### src/rtl/icx_err_pkg.sv
package icx_err_pkg;
  // word index = byte offset / 4
  typedef enum logic [2:0] {
    RI_DETECT  = 3'd0,
    RI_GATE    = 3'd1,
    RI_IRQEN   = 3'd2,
    RI_ATTR    = 3'd3,
    RI_ADDR_HI = 3'd4,
    RI_ADDR_LO = 3'd5,
    RI_ATTR2   = 3'd6,
    RI_NONE    = 3'd7
  } reg_idx_e;

  localparam int unsigned CAPV_A_BIT  = 0;
  localparam int unsigned NOTGT_A_BIT = 15;
  localparam int unsigned SRC_A_LSB   = 24;
  localparam int unsigned SRC_B_LSB   = 18;
  localparam int unsigned CAPV_B_BIT  = 31;
  localparam int unsigned CTYPE_B_LSB = 26;
  localparam int unsigned NOTGT_KIND  = 2;
endpackage

### src/rtl/icx_err_detect.sv
module icx_err_detect #(
  parameter int N = 4
) (
  input  logic         clk,
  input  logic         rst,
  input  logic [N-1:0] evt_vld,
  input  logic [N-1:0] det_gate,
  input  logic [N-1:0] clr,
  output logic [N-1:0] accepted,
  output logic [N-1:0] det_d,
  output logic [N-1:0] det_q
);
  assign accepted = evt_vld & det_gate;
  // new events override a simultaneous clear
  assign det_d    = (det_q & ~clr) | accepted;

  always_ff @(posedge clk) begin
    if (rst) det_q <= '0;
    else     det_q <= det_d;
  end
endmodule

### src/rtl/icx_err_capture_unit.sv
module icx_err_capture_unit #(
  parameter int N  = 4,
  parameter int AW = 40,
  parameter int SW = 8,
  parameter int TW = 5,
  parameter int KW = 2
) (
  input  logic          clk,
  input  logic          rst,
  input  logic [N-1:0]  accepted,
  input  logic [SW-1:0] src,
  input  logic [TW-1:0] ctype,
  input  logic [AW-1:0] addr,
  input  logic          rearm,
  output logic          cap_vld,
  output logic [SW-1:0] cap_src,
  output logic [TW-1:0] cap_ctype,
  output logic [AW-1:0] cap_addr,
  output logic [KW-1:0] cap_kind
);
  logic          hit;
  logic          armed;
  logic [KW-1:0] kind_d;

  always_comb begin
    hit    = |accepted;
    kind_d = '0;
    for (int i = N - 1; i >= 0; i--) begin
      if (accepted[i]) kind_d = KW'(i);
    end
  end

  assign armed = !cap_vld || rearm;

  always_ff @(posedge clk) begin
    if (rst) begin
      cap_vld   <= 1'b0;
      cap_src   <= '0;
      cap_ctype <= '0;
      cap_addr  <= '0;
      cap_kind  <= '0;
    end else if (armed && hit) begin
      cap_vld   <= 1'b1;
      cap_src   <= src;
      cap_ctype <= ctype;
      cap_addr  <= addr;
      cap_kind  <= kind_d;
    end else if (rearm) begin
      cap_vld   <= 1'b0;
    end
  end
endmodule

### src/rtl/icx_err_readmux.sv
module icx_err_readmux
  import icx_err_pkg::*;
#(
  parameter int P  = 1,
  parameter int N  = 4,
  parameter int AW = 40,
  parameter int SW = 8,
  parameter int TW = 5,
  parameter int KW = 2,
  parameter int DW = 32
) (
  input  logic          clk,
  input  logic          rst,
  input  logic          rd,
  input  reg_idx_e      idx,
  input  logic [N-1:0]  det_q,
  input  logic [N-1:0]  gate_rd,
  input  logic [N-1:0]  ien_rd,
  input  logic          cap_vld,
  input  logic [SW-1:0] cap_src,
  input  logic [TW-1:0] cap_ctype,
  input  logic [AW-1:0] cap_addr,
  input  logic [KW-1:0] cap_kind,
  output logic [DW-1:0] rdata_q,
  output logic          rvalid_q
);
  localparam int HI_W = AW - 32;

  logic [DW-1:0] word;

  always_comb begin
    word = '0;
    unique case (idx)
      RI_DETECT: begin
        word[N-1:0] = det_q;
        if (P != 0) begin
          word[CAPV_B_BIT] = cap_vld;
          word[CTYPE_B_LSB +: TW] = cap_vld ? cap_ctype : '0;
        end
      end
      RI_GATE:    word[N-1:0] = gate_rd;
      RI_IRQEN:   word[N-1:0] = ien_rd;
      RI_ATTR: begin
        if (P == 0) begin
          word[CAPV_A_BIT]     = cap_vld;
          word[NOTGT_A_BIT]    = cap_vld && (cap_kind == KW'(NOTGT_KIND));
          word[SRC_A_LSB +: SW] = cap_src;
        end else begin
          word[SRC_B_LSB +: SW] = cap_src;
        end
      end
      RI_ADDR_HI: word[HI_W-1:0] = cap_addr[AW-1:32];
      RI_ADDR_LO: word[31:0]     = cap_addr[31:0];
      RI_ATTR2:   word[TW-1:0]   = cap_ctype;
      default:    word = '0;
    endcase
  end

  always_ff @(posedge clk) begin
    if (rst) begin
      rdata_q  <= '0;
      rvalid_q <= 1'b0;
    end else begin
      rvalid_q <= rd;
      if (rd) rdata_q <= word;
    end
  end
endmodule

### src/rtl/icx_err_capture.sv
module icx_err_capture
  import icx_err_pkg::*;
#(
  parameter int PERSONALITY = 1,
  parameter int N_TYPES     = 4,
  parameter int ADDR_W      = 40,
  parameter int SRC_W       = 8,
  parameter int CTYPE_W     = 5,
  parameter int REG_AW      = 5,
  parameter int DATA_W      = 32
) (
  input  logic               clk,
  input  logic               rst,
  input  logic [N_TYPES-1:0] evt_vld,
  input  logic [SRC_W-1:0]   evt_src,
  input  logic [CTYPE_W-1:0] evt_ctype,
  input  logic [ADDR_W-1:0]  evt_addr,
  input  logic               reg_wr,
  input  logic               reg_rd,
  input  logic [REG_AW-1:0]  reg_addr,
  input  logic [DATA_W-1:0]  reg_wdata,
  output logic [DATA_W-1:0]  reg_rdata,
  output logic               reg_rvalid,
  output logic               irq
);
  localparam int KW = (N_TYPES > 1) ? $clog2(N_TYPES) : 1;

  reg_idx_e           idx;
  logic               wr_det;
  logic [N_TYPES-1:0] clr, accepted, det_d, det_q;
  logic [N_TYPES-1:0] det_gate, irq_mask_d, gate_rd, ien_rd;
  logic               rearm;
  logic               cap_vld;
  logic [SRC_W-1:0]   cap_src;
  logic [CTYPE_W-1:0] cap_ctype;
  logic [ADDR_W-1:0]  cap_addr;
  logic [KW-1:0]      cap_kind;
  logic               unused_bits;

  assign unused_bits = ^{reg_addr, reg_wdata};
  assign idx    = reg_idx_e'(reg_addr[4:2]);
  assign wr_det = reg_wr && (idx == RI_DETECT);
  assign clr    = wr_det ? reg_wdata[N_TYPES-1:0] : '0;

  generate
    if (PERSONALITY == 0) begin : g_combined
      logic [N_TYPES-1:0] en_q, en_d;
      assign en_d = (reg_wr && idx == RI_GATE) ? reg_wdata[N_TYPES-1:0] : en_q;
      always_ff @(posedge clk) begin
        if (rst) en_q <= '0;
        else     en_q <= en_d;
      end
      assign det_gate   = en_q;
      assign irq_mask_d = en_d;
      assign gate_rd    = en_q;
      assign ien_rd     = '0;
      assign rearm      = reg_wr && (idx == RI_ATTR) && reg_wdata[CAPV_A_BIT];
    end else begin : g_split
      logic [N_TYPES-1:0] dis_q, dis_d, ien_q, ien_d;
      assign dis_d = (reg_wr && idx == RI_GATE)  ? reg_wdata[N_TYPES-1:0] : dis_q;
      assign ien_d = (reg_wr && idx == RI_IRQEN) ? reg_wdata[N_TYPES-1:0] : ien_q;
      always_ff @(posedge clk) begin
        if (rst) begin
          dis_q <= '0;
          ien_q <= '0;
        end else begin
          dis_q <= dis_d;
          ien_q <= ien_d;
        end
      end
      assign det_gate   = ~dis_q;
      assign irq_mask_d = ien_d;
      assign gate_rd    = dis_q;
      assign ien_rd     = ien_q;
      assign rearm      = wr_det && reg_wdata[CAPV_B_BIT];
    end
  endgenerate

  icx_err_detect #(.N(N_TYPES)) u_detect (
    .clk(clk), .rst(rst), .evt_vld(evt_vld), .det_gate(det_gate), .clr(clr),
    .accepted(accepted), .det_d(det_d), .det_q(det_q)
  );

  icx_err_capture_unit #(
    .N(N_TYPES), .AW(ADDR_W), .SW(SRC_W), .TW(CTYPE_W), .KW(KW)
  ) u_capture (
    .clk(clk), .rst(rst), .accepted(accepted), .src(evt_src), .ctype(evt_ctype),
    .addr(evt_addr), .rearm(rearm), .cap_vld(cap_vld), .cap_src(cap_src),
    .cap_ctype(cap_ctype), .cap_addr(cap_addr), .cap_kind(cap_kind)
  );

  icx_err_readmux #(
    .P(PERSONALITY), .N(N_TYPES), .AW(ADDR_W), .SW(SRC_W), .TW(CTYPE_W),
    .KW(KW), .DW(DATA_W)
  ) u_readmux (
    .clk(clk), .rst(rst), .rd(reg_rd), .idx(idx), .det_q(det_q),
    .gate_rd(gate_rd), .ien_rd(ien_rd), .cap_vld(cap_vld), .cap_src(cap_src),
    .cap_ctype(cap_ctype), .cap_addr(cap_addr), .cap_kind(cap_kind),
    .rdata_q(reg_rdata), .rvalid_q(reg_rvalid)
  );

  always_ff @(posedge clk) begin
    if (rst) irq <= 1'b0;
    else     irq <= |(det_d & irq_mask_d);
  end
endmodule

### config.mk
export PLATFORM = sky130hd
export DESIGN_NAME = icx_err_capture
export DESIGN_NICKNAME = d
export VERILOG_FILES = /design/src/rtl/icx_err_pkg.sv /design/src/rtl/icx_err_detect.sv /design/src/rtl/icx_err_capture_unit.sv /design/src/rtl/icx_err_readmux.sv /design/src/rtl/icx_err_capture.sv
export SDC_FILE = /design/constraint.sdc
export NUM_CORES = 1
export LEC_CHECK = 0
export ABC_AREA = 1
export BUFFER_PORTS_ARGS = -buffer_cell sky130_fd_sc_hd__buf_2
export CORE_MARGIN = 2
export CORE_UTILIZATION = 52
export DETAILED_ROUTE_END_ITERATION = 16
export GPL_ROUTABILITY_DRIVEN = 0
export PLACE_DENSITY_LB_ADDON = 0.3
export SETUP_SLACK_MARGIN = 0.1
export SYNTH_ARGS = -nofsm -noshare
export SYNTH_HDL_FRONTEND = slang
export SYNTH_HIERARCHICAL = 1
export SYNTH_SLANG_ARGS = --single-unit
export TNS_END_PERCENT = 1
### constraint.sdc
create_clock -name clk -period 1.92 [get_ports clk]
set_clock_uncertainty 0.05 [all_clocks]
set_input_delay 0.096 -clock clk [delete_from_list [all_inputs] [get_ports clk]]
set_output_delay 0.096 -clock clk [all_outputs]
set_load 0.05 [all_outputs]
; Yosys cells after proc, flatten, opt, wreduce, memory -nomap -nowiden
; Cells that the tools add are included.
; W data, S select, Z words.
[totals]
input_bits = 98
wordCells = 44
out_inout_bits = 34
register_bits = 100
[op_classes]
n_reduce_logical = 11
muxes = 11
n_eq_ne = 6
bitwise = 6
[ops]
columns = op, n
row1 = $pmux W4 S6, 1
row2 = $pmux W8 S2, 1
row3 = $and A4 B4 Y4, 3
row4 = $pmux W6 S2, 1
row5 = $mux W10, 1
row6 = $eq A3 B3 Y1 const B, 3
row7 = $mux W4, 2
row8 = $not A4 Y4, 2
row9 = $reduce_or A4 Y1, 2
row10 = $eq A3 B2 Y1 const B, 2
row11 = $pmux W3 S2, 1
row12 = $logic_and A1 B1 Y1, 5
row13 = $mux W5, 1
row14 = $or A4 B4 Y4, 1
row15 = $eq A3 B1 Y1 const B, 1
row16 = $logic_not A3 Y1, 1
row17 = $pmux W1 S3, 1
row18 = $mux W1, 2
row19 = $reduce_bool A2 Y1, 1
row20 = $logic_not A1 Y1, 1
row21 = $logic_or A1 B1 Y1, 1

; Longest topological paths before layout
[logic_depth]
ltp_word = 8
depth_mapped = 11
ltp_nobuf = 11

; Modules after synthesis
; Netlist, hierarchy kept.
[modules_own_cells]
columns = module, n_inst, seq_area_each_um2, area_per_inst_um2, cells_each
row1 = icx_err_capture_unit, 1, 1121.1, 2289.7, 358
row2 = icx_err_readmux, 1, 660.6, 1742.9, 244
row3 = icx_err_capture, 1, 180.2, 471.7, 67
row4 = icx_err_detect, 1, 80.1, 175.2, 28

; Worst setup path before layout
; Ideal clock, no wire load.
[synth_path]
path_kind = input port to flip-flop
startpoint = input port reg_wr
endpoint = register u_capture.cap_ctype[0]
path_buffers = 2
arrival_time_ps = 1254
path_stages = 10
t_required_ps = 1757
setup_ps = 113
slack_ps = 503
path_cell_list = inv_1 -> nor2_8 -> nand3b_1 -> nor2_1 -> nor2_1 -> a21oi_4 -> buf_4 -> buf_4 -> nor2_1 -> nor2_1
[synth_via]
elab_chain_cells = 4
[synth_lines]
columns = item, line
row1 = start: declaration, icx_err_capture.sv:18  ; input logic reg_wr,
row2 = $logic_and A1 B1 Y1, icx_err_capture.sv:42  ; assign wr_det = reg_wr && (idx == RI_DETECT);
row3 = $logic_and A1 B1 Y1, icx_err_capture.sv:75  ; assign rearm = wr_det && reg_wdata[CAPV_B_BIT];
row4 = via rearm, icx_err_capture.sv:32  ; logic rearm;
row5 = $logic_or A1 B1 Y1, icx_err_capture_unit.sv:33  ; assign armed = !cap_vld || rearm;
row6 = $logic_and A1 B1 Y1, icx_err_capture_unit.sv:42  ; end else if (armed && hit) begin
row7 = end signal: assignment, icx_err_capture_unit.sv:45  ; cap_ctype <= ctype;
row8 = end: declaration, icx_err_capture_unit.sv:17  ; output logic [TW-1:0] cap_ctype,
; The timed path passes the listed nets, and every way through them passes these cells.
; A chain may end at the register's enable or synchronous reset.

; Worst setup path after layout
[layout_path]
startpoint = register g_split.dis_q[0]
endpoint = register u_capture.cap_addr[3]
[layout_via]
elab_chain_cells = 4
[layout_lines]
columns = item, line
row1 = start: declaration, icx_err_capture.sv:59  ; logic [N_TYPES-1:0] dis_q, dis_d, ien_q, ien_d;
row2 = start signal: assignment, icx_err_capture.sv:67  ; dis_q <= dis_d;
row3 = $not A4 Y4, icx_err_capture.sv:71  ; assign det_gate = ~dis_q;
row4 = via det_gate[0], icx_err_capture.sv:31  ; logic [N_TYPES-1:0] det_gate, irq_mask_d, gate_rd, ien_rd;
row5 = $and A4 B4 Y4, icx_err_detect.sv:13  ; assign accepted = evt_vld & det_gate;
row6 = via accepted[0], icx_err_capture.sv:30  ; logic [N_TYPES-1:0] clr, accepted, det_d, det_q;
row7 = $reduce_or A4 Y1, icx_err_capture_unit.sv:26  ; hit = |accepted;
row8 = $logic_and A1 B1 Y1, icx_err_capture_unit.sv:42
row9 = end signal: assignment, icx_err_capture_unit.sv:46  ; cap_addr <= addr;
row10 = end: declaration, icx_err_capture_unit.sv:18  ; output logic [AW-1:0] cap_addr,
; The timed path passes the listed nets, and every way through them passes these cells.

==> impl_metrics.json <==
{
  "run_status": "completed",
  "clock-sinks": 100,
  "drc_errors": 0,
  "slew_violations": 0,
  "post_cts_resized": 0,
  "cts_buffers": 9,
  "vias": 4514,
  "worstPathRequired_ns": 2.17,
  "drt_iter0_drc": 280,
  "syn_area_per_cell_um2": 6.72,
  "hold_class": "input port to flop",
  "post-route-period-util_pct": 79.3,
  "rsz0062_at_grt": "no",
  "ioPinCount": 132,
  "finalWirelength_mm": 11.3,
  "clk_latency_ns": 0.37,
  "r2r_cells": 9,
  "path_clk_slew_ns": 0.09,
  "viasPerCell": 4.82,
  "crit_path_max_fanout": 61,
  "arrival_ns": 1.77,
  "grt_pass1_wl_mm": 19.1,
  "postCtsSetupBuffers": 0,
  "power.density_nw_per_um2": 756,
  "cpMostUsedCell": "nand2_1",
  "first_global_vias": 4263,
  "r2r_slack_ns": 0.40,
  "drive_gt1_share_pct": 18.5,
  "relSlewSlack_pct": 57.5,
  "h-tree-depth": 3,
  "setup_viol": 0,
  "sw_frac_of_total_pct": 31.1,
  "core_area_um2": 8640,
  "finalPower_w": 0.00443,
  "p_comb_share_pct": 19.0,
  "syn_nets": 781,
  "placed_area_um2": 5140,
  "cap_violations": 0,
  "critPathKind": "flop to flop",
  "start_kind": "flop",
  "hold_depth": 5,
  "syn_inst": 683,
  "r2r_start": "g_split.dis_q[0]",
  "power.share.sequential_pct": 52.5,
  "die_width_um": 97.9,
  "yosysWarnings": 6,
  "fp.dieArea_um2": 9590,
  "tightest_slew_ns": 0.636,
  "port-buffer-count": 102,
  "setup_tns_ns": 0,
  "grt_use_total_pct": 24.0,
  "antenna_found_initial": 0,
  "cp_slowest_cell": "dfxtp_1",
  "dr.pass1.iters": 5,
  "gr-total-overflow": 0,
  "slowest_delay_ns": 0.37,
  "synthesis.area_um2": 4590,
  "area_growth_pct": 27.6,
  "rr_endpoint": "u_capture/cap_addr[3]",
  "timing.fmax_mhz": 657,
  "switchingPower_w": 0.00138,
  "fin_nets": 923,
  "layout.cells.non_filler": 937,
  "cp-startpoint": "g_split.dis_q[0]",
  "crit_chain": "inv_1 > nand2_1 > inv_1 > nor2_1 > a21oi_4 > buf_12 > nand2_1 > nand2_1 > nor2_1",
  "ant_nets": 0,
  "diodes": 0,
  "cts_root_buf": "clkbuf_8",
  "grt_max_degree": 62,
  "hpwlAfterDp_mm": 7.52,
  "drt-wirelength-per-cell_um": 12.1,
  "internal-power_w": 0.00305,
  "initial_utilization_pct": 53.1,
  "place_inst": 869,
  "hold_viol_final": 0,
  "cts_tree": "yes",
  "crit_path_end_kind": "flop",
  "fp-row-count": 34,
  "fin_area_um2": 5860,
  "p_leak_nw": 3.07,
  "endpoint": "u_capture/cap_addr[3]",
  "fin_crit_ns": 1.52,
  "utilization_pct": 67.8,
  "die_h_um": 97.9,
  "cts_buffer_depth": 2,
  "clkPwrFrac_pct": 28.5,
  "peakVddDrop_mv": 0.328
}
-- sequential cells by signal, summed over array words and instances (netlist names) --
signal and count:
g_split.dis_q 4, g_split.ien_q 4, irq 1, u_capture/cap_addr 40
u_capture/cap_ctype 5, u_capture/cap_src 8, u_capture/cap_vld 1, u_detect/det_q 4
u_readmux/rdata_q 32, u_readmux/rvalid_q 1
-- power groups by stage --
stage	Clock (W)	Combinational [W]	Sequential (W)
2_1_floorplan	0	0.000467	0.00244
3_3_place_gp	0	0.000730	0.00237
6_report	0.00126	0.000841	0.00233
5_1_grt	0.00136	0.000944	0.00235
4_1_cts	0.00128	0.000834	0.00233
3_5_place_dp	0	0.000749	0.00237
-- through the flow --
step / setup WS, ns / hold WS [ns]
3_5_place_dp: 0.271 / 0.348
2_1_floorplan: 0.538 / 0.115
3_3_place_gp: 0.335 / 0.336
5_1_grt: 0.289 / 0.0356
4_1_cts: 0.401 / 0.00243
6_report: 0.398 / 0.0126
-- metal layers --
metal  wire (um)  vias up  share of wire [%]  GRT usage (%)
met5           0        -                  0              0
met4         120        0                1.1           7.26
met3         680        9                6.0           3.29
met2        5390      126                 48           40.8
met1        5140     2005                 45           31.8
li1            -     2374                  -              -
-- cell type report --
type / instances / area [um2]
Sequential cell: 100 / 2000
Timing Repair Buffer: 168 / 1160
Multi-Input combinational cell: 455 / 2030
Tap cell: 108 / 135
Fill cell: 736 / 2780
Clock buffer: 9 / 124
Clock inverter: 6 / 57.6
Inverter: 91 / 342
-- repair_timing --
action	in CTS	in global routing
hold buffers	53	0
endpoints found under the setup margin	0	0
endpoints found under the hold margin	53	0
-- worst min path at each step --
stage | start | endpoint | slack [ns]
floorplan | rst | u_detect/det_q[0] | 0.12
CTS | evt_addr[38] | u_capture/cap_addr[38] | 0.002
finish | evt_src[0] | u_capture/cap_src[0] | 0.01
global route | evt_addr[4] | u_capture/cap_addr[4] | 0.04
detailed placement | reg_wdata[0] | g_split.dis_q[0] | 0.35
global placement | evt_ctype[2] | u_capture/cap_ctype[2] | 0.34
-- worst max-delay path: cells and delay by family (launching register included) --
| kind | cells | cell delay [ns] |
|---|---|---|
| compound gates | 1 | 0.12 |
| simple gates | 5 | 0.57 |
| flops | 1 | 0.37 |
| buf+inv | 3 | 0.32 |
-- cells in the final DEF, fill, tap and decap left out, types with 2 or more instances in the layout --
cell type      instances
a31oi_2                2
nor2_1               132
o21ai_0               13
clkbuf_8               9
nand3_2                8
buf_4                 11
clkinv_4               3
nand2_2                2
nand3_1               24
buf_12                 2
a211oi_1               4
inv_1                 88
a21oi_1               24
buf_2                102
nand2_1              208
inv_8                  2
dfxtp_1              100
nor2_4                 4
inv_2                  2
nand4_1               19
dlygate4sd3_1         53
a31oi_1                8
(Power assumes the default switching activity.)
